## src/rtl/rdpri_pkg.sv

```systemverilog
package rdpri_pkg;

  // Phase of the reorderer: collecting a batch, or streaming it out.
  typedef enum logic [0:0] {
    PH_LOAD = 1'b0,
    PH_EMIT = 1'b1
  } phase_t;

endpackage

```

## src/rtl/rdpri_entry_store.sv

```systemverilog
// Batch storage: one slot per request, written in arrival order.
module rdpri_entry_store #(
  parameter int DEPTH = 8,
  parameter int AW    = 16,
  parameter int TW    = 8,
  localparam int IW   = $clog2(DEPTH)
) (
  input  logic          clk,
  input  logic          rst_n,
  input  logic          wr_en,
  input  logic [IW-1:0] wr_idx,
  input  logic          wr_is_read,
  input  logic [AW-1:0] wr_addr,
  input  logic [TW-1:0] wr_tag,
  output logic          slot_rd   [DEPTH],
  output logic [AW-1:0] slot_addr [DEPTH],
  output logic [TW-1:0] slot_tag  [DEPTH]
);

  for (genvar s = 0; s < DEPTH; s++) begin : g_slot
    always_ff @(posedge clk or negedge rst_n) begin
      if (!rst_n) begin
        slot_rd[s]   <= 1'b0;
        slot_addr[s] <= '0;
        slot_tag[s]  <= '0;
      end else if (wr_en && (wr_idx == IW'(s))) begin
        slot_rd[s]   <= wr_is_read;
        slot_addr[s] <= wr_addr;
        slot_tag[s]  <= wr_tag;
      end
    end
  end

endmodule

```

## src/rtl/rdpri_group_key.sv

```systemverilog
// Per-slot sort key: {write_only, anchor, arrival}.
// anchor = arrival of the first read at or after the slot to its address,
// or, for a write-only group, arrival of that group's oldest write.
module rdpri_group_key #(
  parameter int DEPTH = 8,
  parameter int AW    = 16,
  localparam int IW   = $clog2(DEPTH),
  localparam int KW   = 1 + 2 * IW
) (
  input  logic          slot_vld  [DEPTH],
  input  logic          slot_rd   [DEPTH],
  input  logic [AW-1:0] slot_addr [DEPTH],
  output logic [KW-1:0] slot_key  [DEPTH]
);

  for (genvar i = 0; i < DEPTH; i++) begin : g_key
    logic          rd_found;
    logic [IW-1:0] rd_anchor;
    logic          wr_open;
    logic [IW-1:0] wr_oldest;

    // Closest read to the same address at or after this slot.
    always_comb begin
      rd_found  = 1'b0;
      rd_anchor = '0;
      for (int j = DEPTH - 1; j >= 0; j--) begin
        if ((j >= i) && slot_vld[j] && slot_rd[j] &&
            (slot_addr[j] == slot_addr[i])) begin
          rd_found  = 1'b1;
          rd_anchor = IW'(j);
        end
      end
    end

    // Oldest write of the run that this slot belongs to: a read to the
    // same address ends a run, the next write opens a fresh one.
    always_comb begin
      wr_open   = 1'b0;
      wr_oldest = '0;
      for (int j = 0; j < DEPTH; j++) begin
        if ((j <= i) && slot_vld[j] && (slot_addr[j] == slot_addr[i])) begin
          if (slot_rd[j]) begin
            wr_open = 1'b0;
          end else if (!wr_open) begin
            wr_open   = 1'b1;
            wr_oldest = IW'(j);
          end
        end
      end
    end

    assign slot_key[i] = {~rd_found, (rd_found ? rd_anchor : wr_oldest), IW'(i)};
  end

endmodule

```

## src/rtl/rdpri_rank_sort.sv

```systemverilog
// Output position of each valid slot: how many valid keys are smaller.
module rdpri_rank_sort #(
  parameter int DEPTH = 8,
  parameter int KW    = 7,
  localparam int IW   = $clog2(DEPTH)
) (
  input  logic          slot_vld [DEPTH],
  input  logic [KW-1:0] slot_key [DEPTH],
  output logic [IW-1:0] slot_pos [DEPTH]
);

  for (genvar i = 0; i < DEPTH; i++) begin : g_pos
    logic [IW:0] smaller;
    always_comb begin
      smaller = '0;
      for (int j = 0; j < DEPTH; j++) begin
        if (slot_vld[j] && (slot_key[j] < slot_key[i])) begin
          smaller = smaller + 1'b1;
        end
      end
    end
    assign slot_pos[i] = smaller[IW-1:0];
  end

endmodule

```

## src/rtl/rdpri_seq_ctrl.sv

```systemverilog
// Phase control, batch count, output index and output selection.
module rdpri_seq_ctrl
  import rdpri_pkg::*;
#(
  parameter int DEPTH = 8,
  parameter int AW    = 16,
  parameter int TW    = 8,
  localparam int IW   = $clog2(DEPTH),
  localparam int CW   = $clog2(DEPTH + 1)
) (
  input  logic          clk,
  input  logic          rst_n,
  input  logic          in_valid,
  output logic          in_ready,
  input  logic          in_last,
  input  logic          close_set,
  output logic          wr_en,
  output logic [IW-1:0] wr_idx,
  output logic          slot_vld  [DEPTH],
  input  logic [IW-1:0] slot_pos  [DEPTH],
  input  logic          slot_rd   [DEPTH],
  input  logic [AW-1:0] slot_addr [DEPTH],
  input  logic [TW-1:0] slot_tag  [DEPTH],
  output logic          out_valid,
  input  logic          out_ready,
  output logic          out_is_read,
  output logic [AW-1:0] out_addr,
  output logic [TW-1:0] out_tag,
  output logic          done
);

  phase_t        phase;
  logic [CW-1:0] fill;
  logic [IW-1:0] oidx;
  logic          accept;
  logic          closing;
  logic          fire;
  logic          final_beat;
  logic [DEPTH-1:0] sel;
  logic [IW-1:0] sel_idx;

  assign in_ready = (phase == PH_LOAD);
  assign accept   = in_valid && in_ready;
  assign wr_en    = accept;
  assign wr_idx   = fill[IW-1:0];

  // A batch ends on a last beat, on a full store, or on a bare close strobe
  // once at least one request is held.
  assign closing = (phase == PH_LOAD) &&
                   ((accept && (in_last || close_set || (fill == CW'(DEPTH - 1)))) ||
                    (!in_valid && close_set && (fill != '0)));

  assign out_valid  = (phase == PH_EMIT);
  assign fire       = out_valid && out_ready;
  assign final_beat = fire && ((CW'(oidx) + CW'(1)) == fill);
  assign done       = final_beat;

  for (genvar i = 0; i < DEPTH; i++) begin : g_vld
    assign slot_vld[i] = (CW'(i) < fill);
    assign sel[i]      = slot_vld[i] && (slot_pos[i] == oidx);
  end

  always_comb begin
    out_is_read = 1'b0;
    out_addr    = '0;
    out_tag     = '0;
    sel_idx     = '0;
    for (int i = 0; i < DEPTH; i++) begin
      if (sel[i]) begin
        out_is_read = out_is_read | slot_rd[i];
        out_addr    = out_addr | slot_addr[i];
        out_tag     = out_tag | slot_tag[i];
        sel_idx     = sel_idx | IW'(i);
      end
    end
  end

  always_ff @(posedge clk or negedge rst_n) begin
    if (!rst_n) begin
      phase <= PH_LOAD;
      fill  <= '0;
      oidx  <= '0;
    end else begin
      case (phase)
        PH_LOAD: begin
          if (accept) fill <= fill + 1'b1;
          if (closing) begin
            phase <= PH_EMIT;
            oidx  <= '0;
          end
        end
        PH_EMIT: begin
          if (final_beat) begin
            phase <= PH_LOAD;
            fill  <= '0;
          end else if (fire) begin
            oidx <= oidx + 1'b1;
          end
        end
        default: phase <= PH_LOAD;
      endcase
    end
  end

  // Arrival index of the previous read sent in this batch (for checks).
  logic          prev_rd_seen;
  logic [IW-1:0] prev_rd_idx;
  always_ff @(posedge clk or negedge rst_n) begin
    if (!rst_n) begin
      prev_rd_seen <= 1'b0;
      prev_rd_idx  <= '0;
    end else if (closing) begin
      prev_rd_seen <= 1'b0;
    end else if (fire && out_is_read) begin
      prev_rd_seen <= 1'b1;
      prev_rd_idx  <= sel_idx;
    end
  end

  assert_store_cap_R2: assert property (@(posedge clk) disable iff (!rst_n)
    fill <= CW'(DEPTH));

  assert_emit_follows_close_R3: assert property (@(posedge clk) disable iff (!rst_n)
    closing |=> (out_valid && !in_ready));

  assert_read_age_order_R6: assert property (@(posedge clk) disable iff (!rst_n)
    (fire && out_is_read && prev_rd_seen) |-> (sel_idx > prev_rd_idx));

  assert_hold_on_stall_R8: assert property (@(posedge clk) disable iff (!rst_n)
    (out_valid && !out_ready) |=>
      (out_valid && $stable(out_tag) && $stable(out_addr) && $stable(out_is_read)));

  assert_idle_after_done_R9: assert property (@(posedge clk) disable iff (!rst_n)
    done |=> (in_ready && !out_valid));

  assert_single_source_R11: assert property (@(posedge clk) disable iff (!rst_n)
    out_valid |-> ($countones(sel) == 1));

endmodule

```

## src/rtl/rdpri_reorder.sv

```systemverilog
// Top: batch store, key generation, ranking and sequencing.
module rdpri_reorder #(
  parameter int DEPTH = 8,
  parameter int AW    = 16,
  parameter int TW    = 8
) (
  input  logic          clk,
  input  logic          rst_n,
  input  logic          in_valid,
  output logic          in_ready,
  input  logic          in_is_read,
  input  logic [AW-1:0] in_addr,
  input  logic [TW-1:0] in_tag,
  input  logic          in_last,
  input  logic          close_set,
  output logic          out_valid,
  input  logic          out_ready,
  output logic          out_is_read,
  output logic [AW-1:0] out_addr,
  output logic [TW-1:0] out_tag,
  output logic          done
);

  localparam int IW = $clog2(DEPTH);
  localparam int KW = 1 + 2 * IW;

  logic          wr_en;
  logic [IW-1:0] wr_idx;
  logic          slot_vld  [DEPTH];
  logic          slot_rd   [DEPTH];
  logic [AW-1:0] slot_addr [DEPTH];
  logic [TW-1:0] slot_tag  [DEPTH];
  logic [KW-1:0] slot_key  [DEPTH];
  logic [IW-1:0] slot_pos  [DEPTH];

  rdpri_entry_store #(.DEPTH(DEPTH), .AW(AW), .TW(TW)) u_store (
    .clk        (clk),
    .rst_n      (rst_n),
    .wr_en      (wr_en),
    .wr_idx     (wr_idx),
    .wr_is_read (in_is_read),
    .wr_addr    (in_addr),
    .wr_tag     (in_tag),
    .slot_rd    (slot_rd),
    .slot_addr  (slot_addr),
    .slot_tag   (slot_tag)
  );

  rdpri_group_key #(.DEPTH(DEPTH), .AW(AW)) u_key (
    .slot_vld  (slot_vld),
    .slot_rd   (slot_rd),
    .slot_addr (slot_addr),
    .slot_key  (slot_key)
  );

  rdpri_rank_sort #(.DEPTH(DEPTH), .KW(KW)) u_sort (
    .slot_vld (slot_vld),
    .slot_key (slot_key),
    .slot_pos (slot_pos)
  );

  rdpri_seq_ctrl #(.DEPTH(DEPTH), .AW(AW), .TW(TW)) u_ctrl (
    .clk         (clk),
    .rst_n       (rst_n),
    .in_valid    (in_valid),
    .in_ready    (in_ready),
    .in_last     (in_last),
    .close_set   (close_set),
    .wr_en       (wr_en),
    .wr_idx      (wr_idx),
    .slot_vld    (slot_vld),
    .slot_pos    (slot_pos),
    .slot_rd     (slot_rd),
    .slot_addr   (slot_addr),
    .slot_tag    (slot_tag),
    .out_valid   (out_valid),
    .out_ready   (out_ready),
    .out_is_read (out_is_read),
    .out_addr    (out_addr),
    .out_tag     (out_tag),
    .done        (done)
  );

endmodule

```

## config.mk

```make
export PLATFORM = sky130hd
export DESIGN_NAME = rdpri_reorder
export DESIGN_NICKNAME = d
export VERILOG_FILES = /design/src/rtl/rdpri_pkg.sv /design/src/rtl/rdpri_entry_store.sv /design/src/rtl/rdpri_group_key.sv /design/src/rtl/rdpri_rank_sort.sv /design/src/rtl/rdpri_seq_ctrl.sv /design/src/rtl/rdpri_reorder.sv
export SDC_FILE = /design/constraint.sdc
export NUM_CORES = 1
export LEC_CHECK = 0
export ABC_CLOCK_PERIOD_IN_PS = 12300
export BUFFER_PORTS_ARGS = -buffer_cell sky130_fd_sc_hd__buf_2
export CAP_MARGIN = 20
export CORE_ASPECT_RATIO = 0.8
export CORE_MARGIN = 2
export CORE_UTILIZATION = 38
export CTS_CLUSTER_DIAMETER = 50
export DETAILED_ROUTE_END_ITERATION = 12
export PLACE_DENSITY = 0.54
export SETUP_SLACK_MARGIN = 0.1
export SLEW_MARGIN = 10
export SYNTH_ARGS = -nofsm -noshare
export SYNTH_HDL_FRONTEND = slang
export SYNTH_SLANG_ARGS = --single-unit
```

## constraint.sdc

```tcl
create_clock -name clk -period 12.3 [get_ports clk]
set_input_delay 1.845 -clock clk [delete_from_list [all_inputs] [get_ports clk]]
set_output_delay 1.845 -clock clk [all_outputs]
set_load 0.03 [all_outputs]
```

==> results of run 1 <==
-- what timing repair did --
action	4_1_cts	5_1_grt
setup buffers	0	14
gates resized for setup	9	36
hold buffers	0	0
pin swaps	0	5
endpoints found under the setup margin	25	25
-- per-stage QoR --
stage	hold WS [ns]	power (mW)	setup slack, ns	std cells
after floorplan	0.470	5.46	3.07	2500
after global placement	0.480	7.54	0.255	3239
after detailed placement	0.489	7.61	0.325	3241
after CTS	0.505	8.47	0.132	3290
after global routing	0.517	9.25	0.0967	3306
final	0.505	8.83	0.417	3306
-- Yosys cell counts, types with 14 or more instances --
master	number	area share, %
xor2_1	261	9.9
xnor2_1	245	9.3
dfrtp_1	208	22
mux2_2	188	9.1
ha_1	135	7.3
nand2_1	132	2.1
inv_1	125	2.0
nand4_1	95	2.6
nor2_1	94	1.5
buf_2	76	1.6
o21ai_0	70	1.5
nor4_1	61	1.6
a21oi_1	59	1.3
buf_4	53	1.7
clkbuf_1	47	0.76
nand3_1	44	0.95
o211a_1	30	1.3
nor3_1	29	0.63
a32oi_1	27	1.0
o211ai_1	24	0.78
and2_1	23	0.62
buf_6	23	1.1
o211ai_2	23	1.2
o21a_1	23	0.75
a211oi_1	21	0.68
a21o_1	21	0.68
and3_1	19	0.51
nand2b_1	19	0.51
nor3b_2	18	0.97
a221oi_1	17	0.64
or2_2	17	0.46
xnor3_1	16	1.6
nor4_2	14	0.76
-- cells in the final DEF, fill, tap and decap left out, drive strengths merged, types with 27 or more instances in the layout --
cell and n:
nor4 77, clkbuf 38, o211a 31, mux2 188, a211oi 27, ha 135, inv 135, nand2 135
o211ai 47, dfrtp 208, nand4 96, o21ai 77, nor3b 29, nor2 98, xor2 262, buf 181
a32oi 27, a21oi 59, xnor2 248, a221oi 32, nand3 44, nor3 32
-- power by group --
| group | switching [mW] | leakage, nW | total, mW | internal [mW] |
|---|---|---|---|---|
| combinational | 4.04 | 8.70 | 6.51 | 2.47 |
| sequential | 0.596 | 2.75 | 1.50 | 0.909 |
| clock | 0.354 | 0.444 | 0.819 | 0.465 |
-- worst max path at each step --
stage	startpoint	to	slack, ns
2_1_floorplan	u_store.slot_addr[46]	out_is_read	3.07
3_3_place_gp	u_store.slot_addr[61]	out_addr[15]	0.26
3_5_place_dp	u_store.slot_addr[61]	out_addr[15]	0.32
4_1_cts	u_store.slot_addr[53]	out_addr[15]	0.13
5_1_grt	u_store.slot_addr[117]	out_addr[15]	0.1
6_report	u_store.slot_addr[32]	out_addr[15]	0.42
-- worst max-delay path, delay by kind of cell (launching register included) --
| kind | cells | cell delay, ns |
|---|---|---|
| flops | 1 | 0.81 |
| xor+xnor | 2 | 0.61 |
| buf+inv | 8 | 1.15 |
| fa+ha+maj | 6 | 1.67 |
| mux | 1 | 0.16 |
| compound gates | 10 | 2.66 |
| simple gates | 12 | 2.34 |
-- sequential cells by signal, indices dropped and copies added (netlist names) --
name	count
u_store.slot_addr	128
u_store.slot_tag	64
u_store.slot_rd	8
u_ctrl.fill	4
u_ctrl.oidx	3
u_ctrl.out_valid	1
-- kinds of logic after synthesis --
family	Yosys count	share of synthesized area, %
adder cells (fa/ha/maj)	135	7.29
AND/OR/NAND/NOR	648	16.1
flip-flops	208	22.5
buffers and inverters	334	7.43
AO/OA/AOI/OAI	449	15.8
XOR/XNOR	530	21.4
multiplexers	196	9.49
-- layer usage --
layer	part of all wire, %	wire length, um
met2	38	39500
met5	0.012	12
met1	47	48500
met3	12	12500
met4	2.4	2440
-- cell type report --
cell class,count,area share (%)
clock inverter,13,0.577
clock buffer,36,3.00
sequential,208,20.6
timing repair buffer,184,5.24
tap,779,3.84
multi-input combinational,1958,64.8
inverter,128,1.90
==> impl_metrics.toml, run 1 <==
[synth]
ys_types = 108
synth_fp_nets = 2666
synthFlopType = "dfrtp_1"
yosys_warnings = 0
async_reset_ff_share_pct = 100
synth_area_um2 = 23200
synth_edf_count = 0
synth_seq_area_share_pct = 22.5
avgSynthCellArea_um2 = 9.26
synth_seq_cells = 208
syn_inst = 2500

[floorplan]
die_h_um = 225
core_um2 = 60000
rows = 80
die_x_um = 280
io_pins = 59
dieArea_um2 = 63000
floorplan.initialDensity_pct = 38.6

[setup_path]
cp_max_fo = 24
path_common_cell = "ha_1"
crit_path_max_incr_delay_ns = 0.81
critical_path_arrival_ns = 10.04
end_kind = "output port"
slowest_stage = "dfrtp_1"
worst-r2r-cell-count = 6
required_ns = 10.45
cp-start-kind = "register"
path_class = "reg2out"
timing.rr.end = "u_store.slot_addr[125]"
r2r_start = "u_ctrl.fill[1]"
r2r_setup_slack_ns = 9.44

[sta]
max_freq_mhz = 84.2
rsz0062_at_grt = "false"
drv_slew = 0
period_needed_ns = 11.88
setup_violations = 0
final.setup_skew_ns = 0.0203
setup_tns_ns = 0
slew_headroom_pct = 22.0
worstMarginPinSlew_ns = 1.16
timing.final.crit_share_pct = 96.6
hold_violations = 0

[finish]
layout-drive-gt1-share_pct = 23.8
register_area_um2 = 5230
nNetsFinal = 2673
area_growth_pct = 9.49
multi_input_area_um2 = 16400
fill_cells = 5851
postLayoutCellArea_um2 = 25400
diodes = 0
fin_util_pct = 42.3

[place]
hpwlAfterDp_mm = 77.7
place_area_um2 = 24200
gp_congestion = 1.08
io_buffers = 58

[outcome]
status = "finished clean"

[global_routing]
busiest_layer = "met1"
antenna_found_initial = 5
grtUsageMet3_pct = 10.7
gr-usage-met1_pct = 49.1
grt_pass1_wl_mm = 148
grt_use_total_pct = 32.4
grt_pass1_vias = 20200
grt_overflow = 0
grt_max_degree = 87
met2_usage_pct = 43.6

[worst_hold_path]
hold_depth = 1
hp-start = "u_store.slot_tag[50]"
min_to = "u_store.slot_tag[50]"
worstHoldPathType = "reg2reg"

[detailed_routing]
vias = 20800
wl_per_cell_um = 31.2
drt_iter0_markers = 2380
first_pass_iters = 5
route.antenna.remaining_nets = 0
vias_per_cell = 6.28
routed_wirelength_mm = 103
post-route-drc-count = 0

[run]
drv_cap = 0

[pwr]
p_per_area_nw_per_um2 = 348
power_leakage_nw = 11.9
peakVddDrop_v = 0.000246

[clock_network]
htreeDepth = 1
cts_tree = "done"
clk_path_buf_depth = 3
worst_skew_pair.late_latency_ns = 0.59
cts_made_buffers = 27
clk_pin_slew_ns = 0.06
cts-root-buf = "clkbuf_16"
cts_sinks = 208
(Power assumes the default switching activity.)
==> run 2: changes to the inputs <==
--- a/config.mk
+++ b/config.mk
@@ -10,10 +10,10 @@
 export CAP_MARGIN = 20
 export CORE_ASPECT_RATIO = 0.8
 export CORE_MARGIN = 2
-export CORE_UTILIZATION = 38
+export CORE_UTILIZATION = 35
 export CTS_CLUSTER_DIAMETER = 50
 export DETAILED_ROUTE_END_ITERATION = 12
-export PLACE_DENSITY = 0.54
+export PLACE_DENSITY = 0.51
 export SETUP_SLACK_MARGIN = 0.1
 export SLEW_MARGIN = 10
 export SYNTH_ARGS = -nofsm -noshare
==> run 2 against run 1 <==
Against the previous run:
- combinational power shrank 4.3%
- setup slack lost 0.035 ns
- clock power shrank 11%
==> impl_metrics.toml, run 2 (synthesis gave the netlist of run 1 again) <==
[sta]
rsz0062_at_grt = "true"
period_needed_ns = 11.92
slew_headroom_pct = 17.7
worstMarginPinSlew_ns = 1.22
timing.final.crit_share_pct = 96.9
max_freq_mhz = 83.9
final.setup_skew_ns = 0.0244
hold_violations = 0
setup_tns_ns = 0
setup_violations = 0
drv_slew = 0
layout_setup_ws_ns = 0.382

[detailed_routing]
route.antenna.remaining_nets = 0
vias_per_cell = 6.08
drt_iter0_markers = 2113
routed_wirelength_mm = 102
post-route-drc-count = 0
vias = 20400
first_pass_iters = 5
wl_per_cell_um = 30.3

[finish]
regMostFlops = "u_store.slot_addr"
layout-drive-gt1-share_pct = 23.0
nNetsFinal = 2649
area_growth_pct = 8.45
final_cells = 3361
final_cell_mix = "xor2_1 (260), xnor2_1 (245), dfrtp_1 (189)"
final_common_cell = "xor2_1"
top_regs = "u_store.slot_addr: 128 flops, u_store.slot_tag: 64 flops, u_store.slot_rd: 8 flops"
largest_reg_flops = 128

[clock_network]
ctsHoldBuffers = 0
cts_tree = "done"
clk_pin_slew_ns = 0.06
cts_made_buffers = 23
clk_path_buf_depth = 3
cts-root-buf = "clkbuf_16"
cts_sinks = 208
worst_skew_pair.late_latency_ns = 0.56
htreeDepth = 1

[global_routing]
antenna_found_initial = 3
grt_pass1_wl_mm = 147
grt_pass1_vias = 19800
grt_overflow = 0
grt_use_total_pct = 29.6
grt_max_degree = 78

[floorplan]
rows = 84
dieArea_um2 = 68300
io_pins = 59
core_um2 = 65600
die_x_um = 292
die_h_um = 234
floorplan.initialDensity_pct = 35.3

[setup_path]
crit_family = "simple AND/OR/NAND/NOR gates"
cp-start-kind = "register"
required_ns = 10.45
path_class = "reg2out"
cp_max_fo = 24
path_common_cell = "ha_1"
crit_path_max_incr_delay_ns = 0.91
cp.buffers_inverters = 5
end_kind = "output port"
critical_path_arrival_ns = 10.07
slowest_stage = "nor4_1"

[place]
place_ws_ns = 0.245
gp_congestion = 1.03
io_buffers = 58
hpwlAfterDp_mm = 76.8
dp_cells = 3317

[pwr]
power_leakage_nw = 11.7
peakVddDrop_v = 0.000387
p_per_area_nw_per_um2 = 342

[outcome]
status = "finished clean"

[run]
drv_cap = 0

[worst_hold_path]
worstHoldPathType = "reg2reg"
-- run 2: cell types whose count changed in the layout (fill, tap and decap cells not counted), sizes merged --
cell / before / now
dlymetal6s2s: 1 / 0
clkbuf: 38 / 34
inv: 135 / 131
diode: 0 / 2
buf: 181 / 162
-- run 2: cell type report --
| type | count | area (um2) |
|---|---|---|
| Clock buffer | 32 | 679 |
| Fill cell | 6640 | 40500 |
| Sequential cell | 208 | 5230 |
| Clock inverter | 9 | 109 |
| Timing Repair Buffer | 164 | 1140 |
| Antenna cell | 2 | 5.00 |
| Multi-Input combinational cell | 1958 | 16400 |
| Tap cell | 860 | 1080 |
| Inverter | 128 | 480 |
-- run 2: through the flow --
| stage | instance area (um2) | util (%) | hold slack, ns | power, mW |
|---|---|---|---|---|
| after CTS | 25000 | 38.1 | 0.505 | 8.36 |
| after global routing | 25100 | 38.3 | 0.517 | 9.04 |
| final | 25100 | 38.3 | 0.499 | 8.60 |
| after floorplan | 23200 | - | 0.470 | 5.46 |
| after global placement | 24200 | 36.8 | 0.482 | 7.53 |
| after detailed placement | 24200 | 36.9 | 0.490 | 7.59 |
-- run 2: final timing paths --
kind	start	endpoint	slack, ns	depth (start not counted)
hold reg to reg	u_store.slot_tag[51]	u_store.slot_tag[51]	0.50	1
max in group asynchronous	rst_n	u_store.slot_addr[103]	8.75	3
setup / recovery	u_store.slot_addr[64]	out_addr[1]	0.38	35
setup reg to reg	u_ctrl.out_valid	u_store.slot_addr[27]	9.46	3
min in group asynchronous	rst_n	u_store.slot_addr[52]	1.31	1
hold / removal	u_store.slot_tag[51]	u_store.slot_tag[51]	0.50	1
-- run 2: power by group --
part | internal (mW) | switching (mW) | total, mW | leakage, nW
clock network | 0.413 | 0.316 | 0.729 | 0.387
logic | 2.38 | 3.84 | 6.23 | 8.56
registers | 0.907 | 0.735 | 1.64 | 2.75
total | 3.70 | 4.89 | 8.60 | 11.7
-- run 2: what timing repair did --
item | 4_1_cts | 5_1_grt
pin swaps | 0 | 1
resized for setup | 3 | 33
setup buffers | 0 | 0
gates cloned | 0 | 0
endpoints found under the setup margin | 24 | 25
-- run 2: per-layer routing --
layer,routed length [um],vias to the layer above,GRT usage [%]
li1,-,8912,-
met2,39500,1047,40.5
met1,48800,10300,45.1
met5,15,-,0
met4,1880,4,5.38
met3,11600,134,8.79
